[config.mk]
export PLATFORM = sky130hd
export DESIGN_NAME = noc_dest_gen
export DESIGN_NICKNAME = d
export VERILOG_FILES = /design/src/rtl/noc_dest_gen.sv
export SDC_FILE = /design/constraint.sdc
export NUM_CORES = 1
export LEC_CHECK = 0
export BUFFER_PORTS_ARGS = -buffer_cell sky130_fd_sc_hd__buf_2
export CAP_MARGIN = 20
export CORE_MARGIN = 10
export CORE_UTILIZATION = 35
export CTS_CLUSTER_DIAMETER = 60
export DETAILED_ROUTE_END_ITERATION = 6
export GPL_TIMING_DRIVEN = 0
export PLACE_DENSITY = 0.6
export SETUP_SLACK_MARGIN = 0.05
export SYNTH_ARGS = -nofsm -noshare
export SYNTH_HDL_FRONTEND = slang
export SYNTH_SLANG_ARGS = --single-unit
[constraint.sdc]
create_clock -name clk -period 1.7 [get_ports clk]
set_input_delay 0.255 -clock clk [delete_from_list [all_inputs] [get_ports clk]]
set_output_delay 0.255 -clock clk [all_outputs]
set_load 0.05 [all_outputs]
[src/rtl/noc_dest_gen.sv]
module noc_dest_gen #(
  parameter int ADDR_W = 4,
  parameter int NODES = 16,
  parameter int LFSR_W = 16,
  parameter logic [LFSR_W-1:0] LFSR_TAPS = 16'hB400,
  parameter logic [LFSR_W-1:0] LFSR_SEED = 16'hACE1
) (
  input  logic              clk,
  input  logic              rst_n,
  input  logic              req,
  input  logic [1:0]        mode,
  input  logic [ADDR_W-1:0] src_addr,
  input  logic [ADDR_W-1:0] hot_addr,
  output logic [ADDR_W-1:0] dest,
  output logic              dest_valid,
  output logic              self_flag
);
  localparam int HALF = ADDR_W / 2;
  localparam logic [1:0] M_RAND = 2'd0, M_MIRROR = 2'd1, M_SWAP = 2'd2, M_HOT = 2'd3;

  logic [LFSR_W-1:0] lfsr, lfsr_nxt, seed;
  logic [ADDR_W-1:0] cand, mirror, det;
  logic              cand_ok, pend;

  assign lfsr_nxt = (lfsr >> 1) ^ (lfsr[0] ? LFSR_TAPS : '0);
  assign seed     = (LFSR_SEED ^ (LFSR_W'(src_addr) << 1)) | LFSR_W'(1);
  assign cand     = lfsr_nxt[ADDR_W-1:0];
  assign cand_ok  = (cand != src_addr) && (int'(cand) < NODES);

  always_comb begin
    for (int i = 0; i < ADDR_W; i++) mirror[i] = src_addr[ADDR_W-1-i];
  end

  always_comb begin
    case (mode)
      M_MIRROR: det = mirror;
      M_SWAP:   det = {src_addr[HALF-1:0], src_addr[ADDR_W-1:HALF]};
      M_HOT:    det = hot_addr;
      default:  det = src_addr;
    endcase
  end

  always_ff @(posedge clk) begin
    if (!rst_n) begin
      lfsr       <= seed;
      pend       <= 1'b0;
      dest       <= '0;
      dest_valid <= 1'b0;
      self_flag  <= 1'b0;
    end else begin
      dest_valid <= 1'b0;
      self_flag  <= 1'b0;
      if (pend || (req && mode == M_RAND)) begin
        lfsr <= lfsr_nxt;
        if (cand_ok) begin
          dest       <= cand;
          dest_valid <= 1'b1;
          pend       <= 1'b0;
        end else begin
          pend <= 1'b1;
        end
      end else if (req) begin
        dest <= det;
        if (det == src_addr) self_flag  <= 1'b1;
        else                 dest_valid <= 1'b1;
      end
    end
  end
endmodule

==> results of run 1 <==
[cell families (layout without fill, tap and decap cells)]
kind of cell	after synthesis	count (layout)	synth area share
AOI/OAI and AO/OA	22	22	0.121
xor gates and xnor gates	15	15	0.108
buffers and inverters	17	37	0.0873
DFF	23	23	0.411
muxes	5	5	0.0884
and+or+nand+nor	49	49	0.184
[sequential cells by signal (all words and copies together), names as in the netlist]
| register | count |
|---|---|
| self_flag | 1 |
| dest | 4 |
| dest_valid | 1 |
| lfsr | 16 |
| pend | 1 |
[critical path, stage by stage (launching register included)]
cell,delay (ps)
edfxtp_1,460
xnor2_1,170
nand4_1,140
buf_4,160
mux2i_2,250
a222oi_1,120
nor2b_1,130
[cell usage after synthesis]
library cell   n
mux4_2         2
nand2_1       22
nand3_1       11
o21ai_0       10
mux2i_1        1
nor3_1         1
nor2b_1        4
clkbuf_1       4
a222oi_1       4
a21o_1         1
o211a_1        1
inv_1          4
xor2_1         6
mux4_1         2
buf_2          4
dfxtp_1       19
edfxtp_1       4
nor2_1         6
xnor2_1        9
and3_1         1
a21boi_0       3
buf_6          5
a31oi_1        2
nor2_2         1
and2_4         1
a21oi_1        1
and2_1         1
nand4_1        1
[cell type report]
cell class	instances	area share
Buffer	13	0.0653
Clock buffer	3	0.0161
Clock inverter	1	0.00358
Inverter	4	0.0107
Multi-Input combinational cell	91	0.439
Sequential cell	23	0.358
Tap cell	46	0.0411
Timing Repair Buffer	16	0.0662
[worst min-delay path by stage]
stage | from | to | slack (ps) | depth (start not counted)
floorplan | lfsr[5]$_SDFFE_PN1P_ | lfsr[5]$_SDFFE_PN1P_ | 440 | 2
global placement | lfsr[15]$_SDFFE_PN1P_ | lfsr[14]$_SDFFE_PN0P_ | 450 | 2
detailed placement | lfsr[15]$_SDFFE_PN1P_ | lfsr[15]$_SDFFE_PN1P_ | 460 | 2
CTS | rst_n | lfsr[12]$_SDFFE_PN0P_ | 310 | 2
global route | src_addr[1] | lfsr[2]$_DFFE_PP_ | 330 | 3
finish | rst_n | lfsr[12]$_SDFFE_PN0P_ | 320 | 2
[repair_timing]
| item | CTS | global route |
|---|---|---|
| setup endpoints to repair | 0 | 4 |
| gates resized for setup | 0 | 1 |
| hold buffers | 0 | 0 |
| buffers inserted | 0 | 5 |
[power by group]
part | leakage, nW | internal [mW] | switching, mW | total, mW
logic | 0.374 | 0.108 | 0.141 | 0.248
clock network | 0.0177 | 0.0881 | 0.172 | 0.260
registers | 0.197 | 0.589 | 0.0194 | 0.608
total | 0.589 | 0.784 | 0.332 | 1.12
[routing by layer]
layer  up-vias  track usage  routed length, um
met1       466       0.0940               1190
met2        19        0.145               1350
met5         -            0                  0
met4         0       0.0466                 46
li1        488            -                  -
met3         4       0.0135                 74
==> impl_metrics.toml, run 1 <==
[floorplanning]
start_util = 0.365
num_rows = 21
die_h_um = 79.0
die_w_um = 79.0
pin_count = 19
dieArea_um2 = 6240
coreArea_um2 = 3340

[timing]
slew_viol_final = 0
finalSetupViolCount = 0
fmax_mhz = 676
holdWs_ps = 320
rsz0062_at_grt = "false"
fin_crit_ps = 1480
skew_ps = 4.71
hold_violations = 0
period_share = 0.870
fin_ws_ps = 221
relSlewSlack = 0.720
fin_setup_tns_ps = 0
max_slew.worst_pin.slew_ps = 419

[synth]
synth_top_area_frac = 0.312
netlist_top_cells_area = "dfxtp_1 (31%), edfxtp_1 (9.9%), nand2_1 (6.8%)"
syn_inst = 131
yosysSeqAreaShare = 0.411
synth_nets = 144
syn_area_um2 = 1220
synth-seq-cells = 23
yosysUniqueCellTypes = 28
yosysWarnings = 0
syn_avg_cell_area_um2 = 9.29
synth_area_leader_cell = "dfxtp_1"

[detailed_routing]
wl_mm = 2.66
via_count = 977
avgRoutedWirePerCell_um = 13.5
first_pass_iters = 5
drc_errors = 0
ant_nets = 0
drtIter0Drc = 89
drt-vias-per-instance = 4.96

[grt]
grt_first_pass_wirelength_mm = 4.29
grt_max_degree = 14
grt_pass1_vias = 950
antenna_found_initial = 0
grtUsageTotal = 0.0832
overflow = 0

[finish]
n_antenna_cell = 0
final_cell_mix = "nand2_1 (22), dfxtp_1 (19), buf_2 (15)"
nNetsFinal = 165
stdcell_area_um2 = 1400
layout-drive-gt1-share = 0.225
syn_to_final_growth_pct = 14.9
fillers = 338
final_common_cell = "nand2_1"
multiInputGateArea_um2 = 614
fin_util = 0.419
regArea_um2 = 500
final_cells = 197

[worst_setup_path]
critPathLaunch = "lfsr[3]$_DFFE_PP_"
crit_type = "reg2reg"
end_kind = "flop"
r2r_slack_ps = 220
crit_end = "dest[0]$_SDFFE_PN0P_"
start_kind = "flop"
cp_data_required_time_ps = 1960
rr_startpoint = "lfsr[3]$_DFFE_PP_"
r2r_end = "dest[0]$_SDFFE_PN0P_"
worstPathMaxFanout = 4
reg2regPathDepth = 6
arrival_ps = 1740

[clock_tree]
cts_buffers = 3
cts_tree = "yes"
cts.sinks = 23
htree_levels = 1
path_clk_slew_ps = 130
clock_latency_ps = 320
clockRootBuffer = "clkbuf_4"
cts_max_path_buffers = 2

[pwr]
leakagePower_nw = 0.589
p_total_mw = 1.12
powerDensity_nw_per_um2 = 798
vdd_drop_max_mv = 0.236

[run]
cap_violations = 0

[placed_design]
gp_congestion = 0.783
dp_cells = 188
dp_hpwl_mm = 1.91
dpl_cell_area_um2 = 1330
portBuffers = 11
dp_slack_ps = 143

[worst_hold_path]
holdCritPathClass = "in2reg"

[status]
status = "finished, final reports clean"
(Power assumes the default switching activity.)
==> run 2: changes to the inputs <==
--- a/config.mk
+++ b/config.mk
@@ -7,12 +7,14 @@
 export LEC_CHECK = 0
 export BUFFER_PORTS_ARGS = -buffer_cell sky130_fd_sc_hd__buf_2
 export CAP_MARGIN = 20
+export CELL_PAD_IN_SITES_DETAIL_PLACEMENT = 0
+export CELL_PAD_IN_SITES_GLOBAL_PLACEMENT = 1
 export CORE_MARGIN = 10
 export CORE_UTILIZATION = 35
 export CTS_CLUSTER_DIAMETER = 60
 export DETAILED_ROUTE_END_ITERATION = 6
 export GPL_TIMING_DRIVEN = 0
-export PLACE_DENSITY = 0.6
+export PLACE_DENSITY = 0.73
 export SETUP_SLACK_MARGIN = 0.05
 export SYNTH_ARGS = -nofsm -noshare
 export SYNTH_HDL_FRONTEND = slang
==> impl_metrics.toml, run 2 (same netlist as run 1, synthesis figures left out) <==
[status]
status = "finished, final reports clean"

[clock_tree]
clock_latency_ps = 310
cts_buffers = 3
cts.sinks = 23
clockRootBuffer = "clkbuf_4"
htree_levels = 1
cts_tree = "yes"
cts_max_path_buffers = 2
path_clk_slew_ps = 140

[timing]
fmax_mhz = 670
rsz0062_at_grt = "false"
relSlewSlack = 0.709
hold_violations = 0
fin_setup_tns_ps = 0
max_slew.worst_pin.slew_ps = 437
finalSetupViolCount = 0
period_share = 0.878
fin_crit_ps = 1490
skew_ps = 5.25
slew_viol_final = 0

[floorplanning]
die_w_um = 79.0
coreArea_um2 = 3340
start_util = 0.365
die_h_um = 79.0
pin_count = 19
dieArea_um2 = 6240
num_rows = 21

[worst_setup_path]
start_kind = "flop"
end_kind = "flop"
crit_type = "reg2reg"
arrival_ps = 1750
worstPathMaxFanout = 4
cp_data_required_time_ps = 1960
reg2regPathDepth = 6

[placed_design]
portBuffers = 11
dp_hpwl_mm = 1.93
gp_congestion = 0.744

[grt]
overflow = 0
antenna_found_initial = 0
grt_max_degree = 14
grt_first_pass_wirelength_mm = 4.60
grt_pass1_vias = 1007
grtUsageTotal = 0.0892

[finish]
fin_util = 0.412
regMostFlops = "lfsr"
syn_to_final_growth_pct = 13.1
reg.largest.list = "lfsr: 16 flops, dest: 4 flops"
nNetsFinal = 162
largest_register_ffs = 16
final_common_cell = "nand2_1"
final_cell_mix = "nand2_1 (22), dfxtp_1 (19), buf_2 (15)"
layout-drive-gt1-share = 0.209
n_antenna_cell = 0

[pwr]
p_seq_frac = 0.548
p_sw_mw = 0.332
powerDensity_nw_per_um2 = 807
leakagePower_nw = 0.576
power_frac_clock = 0.235
internal_power_mw = 0.779
vdd_drop_max_mv = 0.276
combPwrFrac = 0.217
netSwitchingFraction = 0.299

[detailed_routing]
first_pass_iters = 4
wl_mm = 2.61
via_count = 972
avgRoutedWirePerCell_um = 13.4
ant_nets = 0
drtIter0Drc = 98
drc_errors = 0
drt-vias-per-instance = 5.01

[run]
cap_violations = 0

[worst_hold_path]
holdCritPathClass = "in2reg"
hold_depth = 2
[run 2: final cells by class]
class,count,area (um^2)
fill,358,1960
multi-input combinational,91,614
sequential,23,500
buffer,13,91.3
timing repair buffer,13,70.1
tap,46,57.6
clock buffer,3,22.5
inverter,4,15.0
clock inverter,1,5.00
[run 2: metrics by stage]
| stage | area, um^2 | instances | power (mW) | hold slack [ps] | worst slack, ps |
|---|---|---|---|---|---|
| 3_3_place_gp | 1330 | 188 | 0.851 | 450 | 138 |
| 3_5_place_dp | 1330 | 188 | 0.856 | 457 | 106 |
| 5_1_grt | 1380 | 194 | 1.17 | 340 | 52.4 |
| 6_report | 1380 | 194 | 1.11 | 312 | 207 |
| 4_1_cts | 1360 | 192 | 1.11 | 311 | 129 |
| 2_1_floorplan | 1220 | 131 | 0.802 | 440 | 289 |
[run 2: final timing paths]
| check | startpoint | to | slack (ps) |
|---|---|---|---|
| worst min-delay path | rst_n | lfsr[12]$_SDFFE_PN0P_ | 310 |
| worst min register to register | lfsr[8]$_SDFFE_PN0P_ | lfsr[8]$_SDFFE_PN0P_ | 480 |
| worst max-delay path | lfsr[1]$_DFFE_PP_ | dest[0]$_SDFFE_PN0P_ | 210 |
| worst max register to register | lfsr[1]$_DFFE_PP_ | dest[0]$_SDFFE_PN0P_ | 210 |
[run 2: power groups by stage]
stage	combinational, mW	sequential (mW)	clock, mW
finish	0.241	0.609	0.261
global route	0.266	0.613	0.289
CTS	0.236	0.608	0.267
detailed placement	0.235	0.621	0
global placement	0.231	0.620	0
floorplan	0.148	0.655	0
[run 2: repair_timing]
item,4_1_cts,5_1_grt
hold buffers,0,0
gates resized for setup,0,1
setup endpoints to repair,0,4
buffers inserted,0,2
[run 2: routing by layer]
metal,vias up,track usage,share of wire
li1,486,-,-
met1,459,0.110,0.46
met2,25,0.145,0.47
met3,2,0.0191,0.053
met4,0,0.0394,0.016
met5,-,0,0
[run 2: worst max-delay path, stage by stage (launching register included)]
cell	delay, ps
edfxtp_1	460
xnor2_1	180
nand4_1	120
buf_4	160
mux2i_2	260
a222oi_1	130
nor2b_1	130
